$ cat config.mk
export PLATFORM = sky130hd
export DESIGN_NAME = dual_noise_gate
export DESIGN_NICKNAME = d
export VERILOG_FILES = /design/src/rtl/ng_pkg.sv /design/src/rtl/ng_cfg_regs.sv /design/src/rtl/ng_level_det.sv /design/src/rtl/ng_gate_fsm.sv /design/src/rtl/dual_noise_gate.sv
export SDC_FILE = /design/constraint.sdc
export NUM_CORES = 1
export LEC_CHECK = 0
export BUFFER_PORTS_ARGS = -buffer_cell sky130_fd_sc_hd__buf_2
export CORE_AREA = 8 8 117 119
export DETAILED_ROUTE_END_ITERATION = 6
export DIE_AREA = 0 0 125 127
export PLACE_DENSITY = 0.81
export SLEW_MARGIN = 10
export SYNTH_ARGS = -nofsm -noshare
export SYNTH_HDL_FRONTEND = slang
export SYNTH_HIERARCHICAL = 1
export SYNTH_SLANG_ARGS = --single-unit
$ cat constraint.sdc
create_clock -name clk -period 4.2 [get_ports clk]
set_clock_uncertainty 0.2 [all_clocks]
set_input_delay 0.21 -clock clk [delete_from_list [all_inputs] [get_ports clk]]
set_output_delay 0.21 -clock clk [all_outputs]
set_load 0.01 [all_outputs]
$ cat src/rtl/ng_pkg.sv
package ng_pkg;

    typedef enum logic [1:0] {
        ST_IDLE  = 2'd0,
        ST_ARMED = 2'd1,
        ST_MUTED = 2'd2
    } gate_state_t;

    typedef struct packed {
        logic [1:0] chan_en;
        logic       gang_mode;
        logic       gang_en;
        logic       boost;
        logic [2:0] thr_code;
        logic [1:0] dly_code;
    } gate_cfg_t;

    // Linear magnitudes for a 24-bit full scale (2^23)
    function automatic logic [23:0] thr_lookup(input logic boost, input logic [2:0] code);
        logic [23:0] v;
        if (boost) begin
            unique case (code)
                3'd0: v = 24'd167378;
                3'd1: v = 24'd132951;
                3'd2: v = 24'd83886;
                3'd3: v = 24'd59387;
                3'd4: v = 24'd42043;
                3'd5: v = 24'd21071;
                3'd6: v = 24'd10561;
                default: v = 24'd5293;
            endcase
        end else begin
            unique case (code)
                3'd0: v = 24'd5293;
                3'd1: v = 24'd4204;
                3'd2: v = 24'd2653;
                3'd3: v = 24'd1878;
                3'd4: v = 24'd1330;
                default: v = 24'd666;
            endcase
        end
        return v;
    endfunction

endpackage

$ cat src/rtl/ng_cfg_regs.sv
module ng_cfg_regs
    import ng_pkg::*;
(
    input  logic       clk,
    input  logic       rst_n,
    input  logic       cfg_we,
    input  logic       cfg_addr,
    input  logic [7:0] cfg_wdata,
    output gate_cfg_t  cfg,
    output logic [1:0] en_eff
);

    always_ff @(posedge clk or negedge rst_n) begin
        if (!rst_n) begin
            cfg <= '0;
        end else if (cfg_we) begin
            if (!cfg_addr) begin
                cfg.chan_en   <= cfg_wdata[1:0];
                cfg.gang_mode <= cfg_wdata[2];
                cfg.gang_en   <= cfg_wdata[3];
            end else begin
                cfg.thr_code  <= cfg_wdata[2:0];
                cfg.boost     <= cfg_wdata[3];
                cfg.dly_code  <= cfg_wdata[5:4];
            end
        end
    end

    always_comb begin
        if (cfg.gang_mode) en_eff = {2{cfg.gang_en}};
        else               en_eff = cfg.chan_en;
    end

endmodule

$ cat src/rtl/ng_level_det.sv
module ng_level_det
    import ng_pkg::*;
#(
    parameter int DATA_W = 24
) (
    input  logic [DATA_W-1:0] sample,
    input  logic              boost,
    input  logic [2:0]        thr_code,
    output logic              loud
);

    localparam int SHIFT = DATA_W - 24;

    logic [DATA_W-1:0] mag;
    logic [DATA_W-1:0] thr;
    logic [23:0]       thr24;

    always_comb begin
        thr24 = thr_lookup(boost, thr_code);
        mag   = sample[DATA_W-1] ? (~sample + 1'b1) : sample;
    end

    generate
        if (SHIFT > 0) begin : g_wide
            assign thr = {thr24, {SHIFT{1'b0}}};
        end else begin : g_exact
            assign thr = thr24[23 -: DATA_W];
        end
    endgenerate

    assign loud = (mag >= thr);

endmodule

$ cat src/rtl/ng_gate_fsm.sv
module ng_gate_fsm
    import ng_pkg::*;
#(
    parameter int STEP_TICKS = 50
) (
    input  logic       clk,
    input  logic       rst_n,
    input  logic       en,
    input  logic       hit,
    input  logic       tick,
    input  logic [1:0] dly_code,
    output logic       mute,
    output logic       mute_next
);

    localparam int MAX_TICKS = 4 * STEP_TICKS;
    localparam int CNT_W     = $clog2(MAX_TICKS + 1);

    gate_state_t      state, state_n;
    logic [CNT_W-1:0] cnt, cnt_n;
    logic [CNT_W-1:0] limit;

    always_comb begin
        limit = CNT_W'((32'(dly_code) + 32'd1) * 32'(STEP_TICKS));
    end

    // state register
    always_ff @(posedge clk or negedge rst_n) begin
        if (!rst_n) begin
            state <= ST_IDLE;
            cnt   <= '0;
        end else begin
            state <= state_n;
            cnt   <= cnt_n;
        end
    end

    // transitions
    always_comb begin
        state_n = state;
        cnt_n   = cnt;
        unique case (state)
            ST_IDLE: begin
                cnt_n = '0;
                if (en) state_n = ST_ARMED;
            end
            ST_ARMED: begin
                if (!en) begin
                    state_n = ST_IDLE;
                    cnt_n   = '0;
                end else if (hit) begin
                    cnt_n = '0;
                end else if (tick) begin
                    if (cnt >= limit - 1'b1) begin
                        state_n = ST_MUTED;
                        cnt_n   = '0;
                    end else begin
                        cnt_n = cnt + 1'b1;
                    end
                end
            end
            ST_MUTED: begin
                cnt_n = '0;
                if (!en)      state_n = ST_IDLE;
                else if (hit) state_n = ST_ARMED;
            end
            default: begin
                state_n = ST_IDLE;
                cnt_n   = '0;
            end
        endcase
    end

    // outputs
    always_comb begin
        mute      = (state == ST_MUTED);
        mute_next = (state_n == ST_MUTED);
    end

endmodule

$ cat src/rtl/dual_noise_gate.sv
module dual_noise_gate
    import ng_pkg::*;
#(
    parameter int DATA_W     = 24,
    parameter int STEP_TICKS = 50
) (
    input  logic              clk,
    input  logic              rst_n,
    input  logic              cfg_we,
    input  logic              cfg_addr,
    input  logic [7:0]        cfg_wdata,
    input  logic              tick,
    input  logic              s_valid,
    input  logic [DATA_W-1:0] s_a,
    input  logic [DATA_W-1:0] s_b,
    output logic              m_valid,
    output logic [DATA_W-1:0] m_a,
    output logic [DATA_W-1:0] m_b,
    output logic [1:0]        mute_o
);

    localparam int NCH = 2;

    gate_cfg_t                     cfg;
    logic [NCH-1:0]                en_eff;
    logic [NCH-1:0][DATA_W-1:0]    s_arr;
    logic [NCH-1:0][DATA_W-1:0]    m_arr;
    logic [NCH-1:0]                loud;
    logic [NCH-1:0]                mute_nx;

    assign s_arr[0] = s_a;
    assign s_arr[1] = s_b;
    assign m_a      = m_arr[0];
    assign m_b      = m_arr[1];

    ng_cfg_regs u_regs (
        .clk       (clk),
        .rst_n     (rst_n),
        .cfg_we    (cfg_we),
        .cfg_addr  (cfg_addr),
        .cfg_wdata (cfg_wdata),
        .cfg       (cfg),
        .en_eff    (en_eff)
    );

    generate
        for (genvar ch = 0; ch < NCH; ch++) begin : g_ch
            ng_level_det #(.DATA_W(DATA_W)) u_det (
                .sample   (s_arr[ch]),
                .boost    (cfg.boost),
                .thr_code (cfg.thr_code),
                .loud     (loud[ch])
            );

            ng_gate_fsm #(.STEP_TICKS(STEP_TICKS)) u_fsm (
                .clk       (clk),
                .rst_n     (rst_n),
                .en        (en_eff[ch]),
                .hit       (s_valid && loud[ch]),
                .tick      (tick),
                .dly_code  (cfg.dly_code),
                .mute      (mute_o[ch]),
                .mute_next (mute_nx[ch])
            );

            always_ff @(posedge clk or negedge rst_n) begin
                if (!rst_n)       m_arr[ch] <= '0;
                else if (s_valid) m_arr[ch] <= mute_nx[ch] ? '0 : s_arr[ch];
            end
        end
    endgenerate

    always_ff @(posedge clk or negedge rst_n) begin
        if (!rst_n) m_valid <= 1'b0;
        else        m_valid <= s_valid;
    end

endmodule

==> results.md, run 1 <==
- Number of buffers created by CTS: 9
- Top Ports: roughly 110
- Layout cells sized above 1: 0.266
- Number of distinct library cells after synthesis: 64
- Global-route wire length before repair: approximately 30 mm
- Via/cell ratio: between 5 and 6
- Post-synthesis sequential area ratio: 0.294
- Buffers on Ports: 110
- WP data arrival: around 4 ns
- Final core area utilization: 0.720
- Crit. End Element: flip-flop
- Starting Density: 0.569
- Met1 Routed Length: ~8.1 mm
- Placed Area: between 7000 and 8000 um2
- Cell area power density: around 310 nW/um2
- Internal power: 1.75 mW
- DP Wirelength: around 13 mm
- Final GP Congestion: 0.884
- Switching Share: 0.340
- Synth area leaders: dfrtp_1 (29%), ha_1 (12%), o21ai_0 (5.7%)
- Clk slew on worst S/H paths: roughly 0.06 ns
- Primary FF master, synth: dfrtp_1
- Initial antenna violation count: 0
- Hold WC Path Type: input pin to flip-flop
- Full die area: approximately 16,000 um2
- DP Cell Count: roughly 1,000
- Post-synth EDFFs: 0
- CTS Root Cell: clkbuf_16
- Drt first pass iters: 5
- Hold slack final: -0.000906 ns
- Largest net degree at the start of global routing: 80
- Fillcell total: just under 900
- Post-synth top area cell: dfrtp_1
- CTS sink cnt: 79
- Max clock buf depth: 2
- Final net count: between 1,000 and 1,500
- Final hold vios: 1
- Top routing layer in use: met4
- Peak VDD IR: approximately 0.22 mV
- Relative slew slack: 0.316
- Core box area: around 12,000 um2
- DIE HEIGHT: 127 um
- Crit path required time: around 4.2 ns
- FMAX: roughly 250 MHz
- Site row count: 40
- Worst slack, placed: -0.142 ns
- Drt drc: 0
- Yosys warns: 6
- Final worst-path cycle share: 0.961
- Status: complete, but fails checks
- Htree depth: 3
- Final cell count without fillers: ~1,100
- Static leakage: between 3 and 4 nW
- Reg power frac: 0.334
- Failing checks: negative hold slack
- Average wire per standard cell: 17.0 um
- Met2 wire len: approximately 9.0 mm
- Initial DRC Count: 594
- Die X: 125 um
- Ant diodes: 0
- Switching power: around 0.90 mW
- Most frequent cell after synthesis: dfrtp_1
- Register area: a little under 2000 um2
- Power share of the combinational group: 0.363
- Slew Viols, Final: 0
- Syn Inst Count: about 760
- CP Launch Type: input pin
- Total track usage: 0.225
- Setup Crit Path Kind: input pin to flip-flop
- Share of the synthesized area in the top cell type: 0.294
- Syn avg cell area: 8.80 um2
- Setup TNS: 0 ns
- GRT overflow: 0
- Fin crit period: 4.04 ns
- Final setup viols: 0
- Vias in the first global route: about 6,300
- Maxcap violations: 0
- Final WS setup: ~0.16 ns
- CTS tree: built
- Clock network power share: 0.304
- Syn-to-layout area delta: 26.6%
- Finished Cell Area: about 8500 um2
- Vias after detailed routing: 6,411
- Met3 Wirelength: around 1.2 mm
- Detail Route Antenna Nets: 0
- WL final: about 19 mm
- Commonest cells post-synth: dfrtp_1 (79), o21ai_0 (76), inv_1 (70)
- Clk_lat worst skew: 0.34 ns
- Post-synthesis net count: a little under 900
- Worst-Margin Slew: between 1 and 1.5 ns
- Synthesized flop and latch total: roughly 80
- Worst-path fanout max: 6
- Asr flop ratio synth: 1.00
- Multi-input logic area: between 4000 and 5000 um2
- Post-Syn Area: approximately 6700 um2
layout make-up:
type,count,share of cell area
clock buffer,12,0.0302
clock inverter,3,0.00500
inverter,72,0.0318
multi-input combinational,578,0.516
sequential,79,0.233
tap,147,0.0216
timing repair buffer,204,0.163
kinds of logic (layout without fill, tap and decap cells):
group           after synthesis  after routing  share of synthesized area
xor+xnor                     42             42                     0.0548
mux                          16             16                     0.0291
simple gates                254            254                      0.225
fa+ha+maj                    68             68                      0.126
buf+inv                     106            291                     0.0654
compound gates              198            198                      0.206
flops                        79             79                      0.294
state kept, by name, summed over array words and instances (netlist names):
name / count
g_ch.u_fsm/cnt: 16
g_ch.u_fsm/state: 4
m_a: 24
m_b: 24
m_valid: 1
u_regs/cfg: 10
power groups by stage:
| stage | clock (mW) | sequential [mW] | combinational [mW] |
|---|---|---|---|
| after CTS | 0.823 | 0.882 | 0.917 |
| after global placement | 0 | 0.892 | 0.846 |
| after global routing | 0.843 | 0.891 | 1.07 |
| final | 0.803 | 0.882 | 0.958 |
| after detailed placement | 0 | 0.894 | 0.879 |
| after floorplan | 0 | 0.899 | 0.584 |
layer usage:
metal / GRT usage / vias to the layer above
li1: - / 3078
met1: 0.278 / 3093
met2: 0.386 / 215
met3: 0.0449 / 25
met4: 0.0745 / 0
met5: 0 / -
final timing paths:
path / start / to / slack [ns] / cells past startpoint
min in group asynchronous: rst_n / g_ch[1].u_fsm/cnt[2] / 0.41 / 2
worst max-delay path: s_b[12] / m_b[12] / 0.16 / 21
worst max register to register: u_regs/cfg[4] / m_b[12] / 0.27 / 18
worst min register to register: m_a[18] / m_a[18] / 0.31 / 2
worst min-delay path: s_b[11] / m_b[11] / -0.0009 / 3
max in group asynchronous: rst_n / u_regs/cfg[2] / 2.70 / 2
through the flow:
step / hold WS, ns / power, mW
2_1_floorplan: -0.286 / 1.48
3_3_place_gp: 0.245 / 1.74
3_5_place_dp: 0.245 / 1.77
4_1_cts: 0.000895 / 2.62
5_1_grt: 0.0162 / 2.81
6_report: -0.000906 / 2.64
what timing repair did:
item | CTS | global route
resized for setup | 0 | 38
hold buffers | 42 | 0
endpoints found under the setup margin | 0 | 64
buffers inserted | 0 | 7
hold endpoints to repair | 124 | 0
cells in the final DEF (no fill, tap or decap), drive strengths merged, types with 6 or more instances in the layout:
cell type	synthesis	routed
a21o	8	8
a21oi	32	32
a31oi	6	6
buf	10	162
clkbuf	24	12
dfrtp	79	79
dlygate4sd3	0	42
ha	66	66
inv	72	72
mux2	10	10
mux2i	6	6
nand2	70	70
nand2b	10	10
nand3	30	30
nand3b	45	45
nand4	10	10
nor2	32	32
nor2b	13	13
nor3	8	8
nor4	10	10
o211ai	6	6
o21ai	87	87
o311ai	8	8
o31ai	10	10
or2	6	6
xnor2	40	40
worst max-delay path: stages:
cell           delay [ns]
dlygate4sd3_1        0.54
buf_2                0.16
nor4_2               0.13
buf_4                0.18
nand4_1              0.15
nand2_1              0.13
xnor2_1              0.14
ha_1                 0.27
and4_1               0.22
nand2_1              0.06
o211ai_1             0.07
a311o_2              0.35
nor4_4               0.21
nand4_1              0.13
and2_4               0.21
nor2b_4              0.15
nand2_2              0.09
o2bb2ai_4            0.24
buf_6                0.18
nand3b_1             0.10
o21ai_0              0.12
(Power assumes the default switching activity.)
==> run 2, diff against run 1 <==
Settings changed: CORE_AREA 8 8 117 119 to 8 8 123 125, DIE_AREA 0 0 125 127 to 0 0 131 133, PLACE_DENSITY 0.81 to 0.77.
Clock period 4.2 ns to 3.44 ns, I/O delays scaled along.
==> run 2 against run 1 <==
  * The run ends with negative setup slack left
  * Sequential share of layout area decreased by 3.1 points
  * Setup slack worse by 0.54 ns
  * Wire length is 15% higher
  * First-iteration DRC count shrank 31%
  * Non-clock buffer count grew 78
  * Combinational power is 67% higher
  * Via count rose by 6.7%
  * Clock-buffer cell count is the same
  * Flip-flop and latch count unchanged
  * Cell area is 16% higher
  * Clock power rose by 22%
  * Critical path type is now flip-flop to flip-flop
  * Largest power group unchanged
==> results.md, run 2 (synthesis results as in run 1) <==
- Starting Density: 0.513 (-0.0554)
- Site row count: 42 (+5.0%)
- Relative slew slack: 0.309 (-0.00706)
- Full die area: 17,400 um2 (+9.8%)
- CP cell instances: buf_6 -> buf_6 -> buf_6 -> nor2_2 -> o21ai_1 -> ha_1 -> and4_1 -> nand2_1 -> o211ai_1 -> a311o_2 -> nor4_2 -> nand4_1 -> and2_4 -> nor2b_4 -> buf_6 -> o2bb2ai_4 -> clkbuf_16 -> nor2b_1 -> a22o_1
- Total track usage: 0.232 (+0.00667)
- FMAX: between 200 and 300 MHz
- Reg power frac: 0.293 (-0.041)
- Final net count: 1,152 (+7.5%)
- Detail Route Antenna Nets: 0 (unchanged)
- Slowest-stage cell, CP: dfrtp_2
- Status: complete, but fails checks
- Fillcell total: 881 (+1.4%)
- Fin crit period: around 3.8 ns
- Hold slack final: 0.00724 ns (+0.00814 ns)
- CP Launch Type: flip-flop
- Number of buffers created by CTS: 9 (unchanged)
- CTS Root Cell: clkbuf_16
- Cell area power density: 371 nW/um2 (+19%)
- Crit-path most repeated cell: buf_6
- Top Ports: 113 (unchanged)
- DP Cell Count: 1,141 (+11%)
- Peak VDD IR: 0.286 mV (+30%)
- Final hold vios: 0 (-1)
- Switching Share: 0.348 (+0.00854)
- Htree depth: 3 (unchanged)
- Register area: 1980 um2 (about the same)
- Commonest non-fill, non-tap cells in the layout: buf_4 (117), buf_2 (109), dfrtp_1 (76)
- Vias in the first global route: 6,719 (+6.8%)
- Critical path's top delay family: simple AND/OR/NAND/NOR gates
- Worst-path fanout max: 6 (unchanged)
- Drt drc: 0 (unchanged)
- Via/cell ratio: 5.68 (-2.9%)
- Most common cell after layout, fill and taps aside: buf_4
- Initial DRC Count: 410 (-31%)
- Clk_lat worst skew: 0.34 ns (about the same)
- Clk slew on worst S/H paths: 0.06 ns (about the same)
- Ant diodes: 0 (unchanged)
- CTS tree: built
- Switching power: 1.27 mW (+42%)
- Static leakage: 4.56 nW (+15%)
- Buffers on Ports: 110 (unchanged)
- GRT overflow: 0 (unchanged)
- Final WS setup: -0.374 ns (-0.537 ns)
- Final cell count without fillers: 1,204 (+10%)
- Layout cells sized above 1: 0.411 (+0.146)
- Worst slack, placed: -0.713 ns (-0.571 ns)
- Slew Viols, Final: 0 (unchanged)
- WP buf/inv: 5 (+1)
- Core box area: 13,100 um2 (+11%)
- Drt first pass iters: 5 (unchanged)
- Final GP Congestion: 0.904 (+2.2%)
- Crit path required time: 3.47 ns (-0.71 ns)
- WP data arrival: 3.84 ns (-0.17 ns)
- DP Wirelength: 13.9 mm (+10%)
- Final setup viols: 65 (+65)
- DIE HEIGHT: 133 um (+4.7%)
- Global-route wire length before repair: 32.5 mm (+8.7%)
- Max clock buf depth: 2 (unchanged)
- Die X: 131 um (+4.8%)
- RSZ-0062 raised after global routing: true
- Syn-to-layout area delta: 46.4%
- Largest net degree at the start of global routing: 80 (unchanged)
- Average wire per standard cell: 17.8 um (+4.5%)
- Vias after detailed routing: 6,843 (+6.7%)
- CTS sink cnt: 79 (unchanged)
- Power share of the combinational group: 0.439 (+0.076)
- Maxcap violations: 0 (unchanged)
- Worst-Margin Slew: 1.04 ns (+0.0106 ns)
- Multi-input logic area: 4950 um2 (+13%)
- Hold WC Path Type: input pin to flip-flop
- Final worst-path cycle share: 1.11
- Internal power: 2.38 mW (+36%)
- WL final: 21.4 mm (+15%)
- Failing checks: negative setup slack
- Clock network power share: 0.268 (-0.036)
- Initial antenna violation count: 0 (unchanged)
- Setup Crit Path Kind: flip-flop to flip-flop
- Crit. End Element: flip-flop
- CP peak stage delay: 0.45 ns (-0.09 ns)
==> run 2: cell count changes in the layout (fill, tap and decap cells not counted), sizes merged <==
cell	previous run	this run
buf	162	258
o2bb2ai	4	6
clkbuf	12	13
dlygate4sd3	42	23
==> run 2: area by class of cell <==
type,instances,area share
clock buffers,12,0.0261
inverters,72,0.0275
flip-flops and latches,79,0.201
well taps,176,0.0224
multi-input cells,580,0.504
repair buffers,282,0.215
clock inverters,3,0.00433
==> run 2: layer usage <==
| metal | track usage | routed length (um) | part of all wire | up-vias |
|---|---|---|---|---|
| li1 | - | - | - | 3246 |
| met1 | 0.299 | 9190 | 0.43 | 3324 |
| met2 | 0.374 | 10400 | 0.49 | 224 |
| met3 | 0.0398 | 1150 | 0.054 | 49 |
| met4 | 0.0887 | 613 | 0.029 | 0 |
| met5 | 0 | 0 | 0 | - |
==> run 2: worst paths after layout <==
kind,from,endpoint,depth (start not counted),slack [ns]
max,u_regs/cfg[2],m_a[23],19,-0.37
min,s_b[1],m_b[1],4,0.007
max reg2reg,u_regs/cfg[2],m_a[23],19,-0.37
min reg2reg,m_a[12],m_a[12],2,0.30
max in group asynchronous,rst_n,u_regs/cfg[2],2,1.97
min in group asynchronous,rst_n,g_ch[1].u_fsm/cnt[5],2,0.36
==> run 2: what timing repair did <==
item	CTS	global route
resized for setup	34	124
endpoints found under the setup margin	67	67
pin swaps	15	25
hold endpoints to repair	105	0
hold buffers	23	0
setup buffers	11	12
gates cloned	3	1
==> run 2: power by group through the flow <==
stage	logic (mW)	registers [mW]	clock network (mW)
2_1_floorplan	0.729	1.10	0
5_1_grt	1.75	1.08	1.03
3_5_place_dp	1.27	1.08	0
6_report	1.60	1.07	0.979
4_1_cts	1.37	1.07	0.998
3_3_place_gp	1.23	1.08	0
==> run 2: worst min-delay path, stage by stage <==
cell      delay, ns
buf_2          0.09
buf_4          0.11
nand3b_1       0.07
o21ai_1        0.07
==> run 2: per-stage QoR <==
| step | power (mW) | TNS (ns) | utilization | cell area (um2) |
|---|---|---|---|---|
| floorplan | 1.83 | -11.09 | - | 6840 |
| global placement | 2.31 | -32.11 | 0.645 | 8440 |
| detailed placement | 2.36 | -38.53 | 0.645 | 8440 |
| CTS | 3.44 | -11.81 | 0.708 | 9270 |
| global route | 3.86 | -24.94 | 0.751 | 9830 |
| finish | 3.65 | -17.55 | 0.751 | 9830 |
==> run 3, diff against run 2 <==
Settings changed: HOLD_SLACK_MARGIN set to 0.03, PLACE_DENSITY 0.77 to 0.82.
==> run 3 against run 2 <==
  * Via count up 0.69%
  * The flow still finishes with violations (negative setup slack)
  * Maximum frequency down 0.96%
  * Wire length down 1.2%
  * Worst hold slack better by 0.025 ns
  * Cell count up 0.17%
  * Largest power group unchanged
  * Sequential power about the same
  * Highest routed layer unchanged
  * Critical path depth up 1
  * Die area unchanged
  * Cell area down 2.1%
==> results.md, run 3 (synthesis results as in run 1) <==
- Status: complete, but fails checks
- Failing checks: negative setup slack
- GRT overflow: 0 (unchanged)
- Most common cell after layout, fill and taps aside: buf_4
- Cell area power density: 370 nW/um2 (-0.36%)
- Internal power: 2.32 mW (-2.3%)
- Syn-to-layout area delta: 43.3%
- Global-route wire length before repair: 33.2 mm (+1.9%)
- FMAX: 260 MHz (-0.96%)
- Core box area: 13,100 um2 (unchanged)
- Initial antenna violation count: 1 (+1)
- Full die area: 17,400 um2 (unchanged)
- WP buf/inv: 6 (+1)
- Largest net degree at the start of global routing: 80 (unchanged)
- Detail Route Antenna Nets: 0 (unchanged)
- Top Ports: 113 (unchanged)
- Via/cell ratio: 5.71 (+0.52%)
- Crit. End Element: flip-flop
- Relative slew slack: 0.321 (+0.0116)
- CP cell instances: buf_12 -> clkinvlp_4 -> mux2i_1 -> nand2_1 -> ha_1 -> and4_1 -> nand2_1 -> o211ai_1 -> a311o_2 -> nor4_2 -> nand4_1 -> and2_4 -> nor2b_4 -> nand2_4 -> buf_12 -> buf_4 -> nor2_4 -> buf_6 -> buf_4 -> a32o_2
- Site row count: 42 (unchanged)
- Static leakage: 4.49 nW (-1.6%)
- Hold WC Path Type: input pin to flip-flop
- Setup Crit Path Kind: flip-flop to flip-flop
- Final core area utilization: 0.736 (-0.0160)
- Power share of the combinational group: 0.428 (-0.011)
- Final net count: 1,152 (unchanged)
- Buffers on Ports: 110 (unchanged)
- CP peak stage delay: 0.46 ns (about the same)
- Commonest non-fill, non-tap cells in the layout: buf_4 (115), buf_2 (109), dfrtp_1 (76)
- Switching Share: 0.347 (-0.00153)
- Average wire per standard cell: 17.5 um (-1.4%)
- Initial DRC Count: 514 (+25%)
- Critical path's top delay family: simple AND/OR/NAND/NOR gates
- Maxcap violations: 0 (unchanged)
- Slew Viols, Final: 0 (unchanged)
- Peak VDD IR: 0.256 mV (-10%)
- Number of buffers created by CTS: 9 (unchanged)
- Die X: 131 um (unchanged)
- Final hold vios: 0 (unchanged)
- DP Wirelength: 13.6 mm (-2.1%)
- Slowest-stage cell, CP: dfrtp_2
- Clk_lat worst skew: 0.35 ns (about the same)
- Layout cells sized above 1: 0.369 (-0.0422)
- Final WS setup: -0.411 ns (-0.0370 ns)
- CTS sink cnt: 79 (unchanged)
- Starting Density: 0.513 (unchanged)
- Worst-Margin Slew: 1.02 ns (-0.0174 ns)
- CTS Root Cell: clkbuf_16
- Fin crit period: 3.85 ns (+0.0370 ns)
- Reg power frac: 0.300 (+0.007)
- CTS tree: built
- Vias after detailed routing: 6,890 (+0.69%)
- Clk slew on worst S/H paths: 0.06 ns (about the same)
- Final GP Congestion: 0.890 (-1.5%)
- Worst-path fanout max: 10 (+4)
- Drt drc: 0 (unchanged)
- Drt first pass iters: 7 (+2)
- RSZ-0062 raised after global routing: true
- Final setup viols: 65 (unchanged)
- Crit path required time: 3.53 ns (+0.06 ns)
- Total Power: 3.56 mW (-2.5%)
- Final worst-path cycle share: 1.12 (+0.0107)
- WP data arrival: 3.94 ns (+0.10 ns)
- Switching power: 1.23 mW (-2.9%)
- Htree depth: 3 (unchanged)
- Max clock buf depth: 2 (unchanged)
- Vias in the first global route: 6,900 (+2.7%)
- Clock network power share: 0.272 (+0.004)
- Total track usage: 0.236 (+0.00442)
- WL final: 21.1 mm (-1.2%)
- CP Launch Type: flip-flop
- DIE HEIGHT: 133 um (unchanged)
[run 3: changes by cell type in the layout (fill, tap and decap cells not counted), sizes merged]
cell / change
buf: -10
clkinv: +2
diode: +1
dlygate4sd3: +10
inv: -1
[run 3: what timing repair did]
| action | CTS | global route |
|---|---|---|
| hold endpoints to repair | 115 | 0 |
| hold buffers | 33 | 0 |
| buffers inserted | 18 | 9 |
| pin swaps | 27 | 21 |
| setup endpoints to repair | 66 | 68 |
| resized for setup | 59 | 34 |
| cloned | 5 | 1 |
[run 3: power by group through the flow]
stage	clock, mW	combinational (mW)	sequential, mW
after floorplan	0	0.729	1.10
after CTS	0.974	1.40	1.06
after detailed placement	0	1.25	1.08
after global placement	0	1.20	1.07
after global routing	1.02	1.66	1.08
final	0.966	1.52	1.07
[run 3: final timing paths]
check                           cells after the start          start              endpoint  slack [ns]
worst min-delay path                                4         s_b[8]                m_b[8]        0.03
max in group asynchronous                           2          rst_n         u_regs/cfg[3]        2.01
worst max-delay path                               20  u_regs/cfg[3]  g_ch[0].u_fsm/cnt[1]       -0.41
worst max register to register                     20  u_regs/cfg[3]  g_ch[0].u_fsm/cnt[1]       -0.41
min in group asynchronous                           2          rst_n  g_ch[1].u_fsm/cnt[3]        0.34
worst min register to register                      2        m_a[13]               m_a[13]        0.31
[run 3: worst reg2reg max path, cell delays in order (launching register included)]
cell and delay (ns):
dfrtp_2 0.46, buf_12 0.16, clkinvlp_4 0.10, mux2i_1 0.22, nand2_1 0.12, ha_1 0.28, and4_1 0.19, nand2_1 0.06
o211ai_1 0.09, a311o_2 0.33, nor4_2 0.27, nand4_1 0.12, and2_4 0.17, nor2b_4 0.18, nand2_4 0.10, buf_12 0.15
buf_4 0.14, nor2_4 0.08, buf_6 0.13, buf_4 0.12, a32o_2 0.12
[run 3: layer usage]
layer / vias up / track usage / part of all wire
met5: - / 0 / 0
met1: 3326 / 0.298 / 0.42
li1: 3255 / - / -
met2: 264 / 0.384 / 0.48
met4: 0 / 0.0759 / 0.021
met3: 45 / 0.0583 / 0.070
[run 3: per-stage QoR]
step           instance area, um2  cells  worst slack [ns]  TNS (ns)  hold WS, ns
6_report                     9620   1206            -0.411    -20.04       0.0324
3_3_place_gp                 8310   1123            -0.465    -26.56        0.205
4_1_cts                      9420   1195            -0.263    -11.68       0.0305
5_1_grt                      9620   1205            -0.550    -29.87       0.0601
3_5_place_dp                 8310   1123            -0.630    -36.89        0.208
2_1_floorplan                6840    763            -0.240    -11.09       -0.324
[run 3: cell type report]
cell class	count	area [um2]
Multi-Input combinational cell	580	4690
Clock buffer	12	246
Sequential cell	79	1980
Inverter	72	274
Antenna cell	1	2.50
Timing Repair Buffer	282	2160
Tap cell	176	220
Clock inverter	4	45.0
Fill cell	878	3460
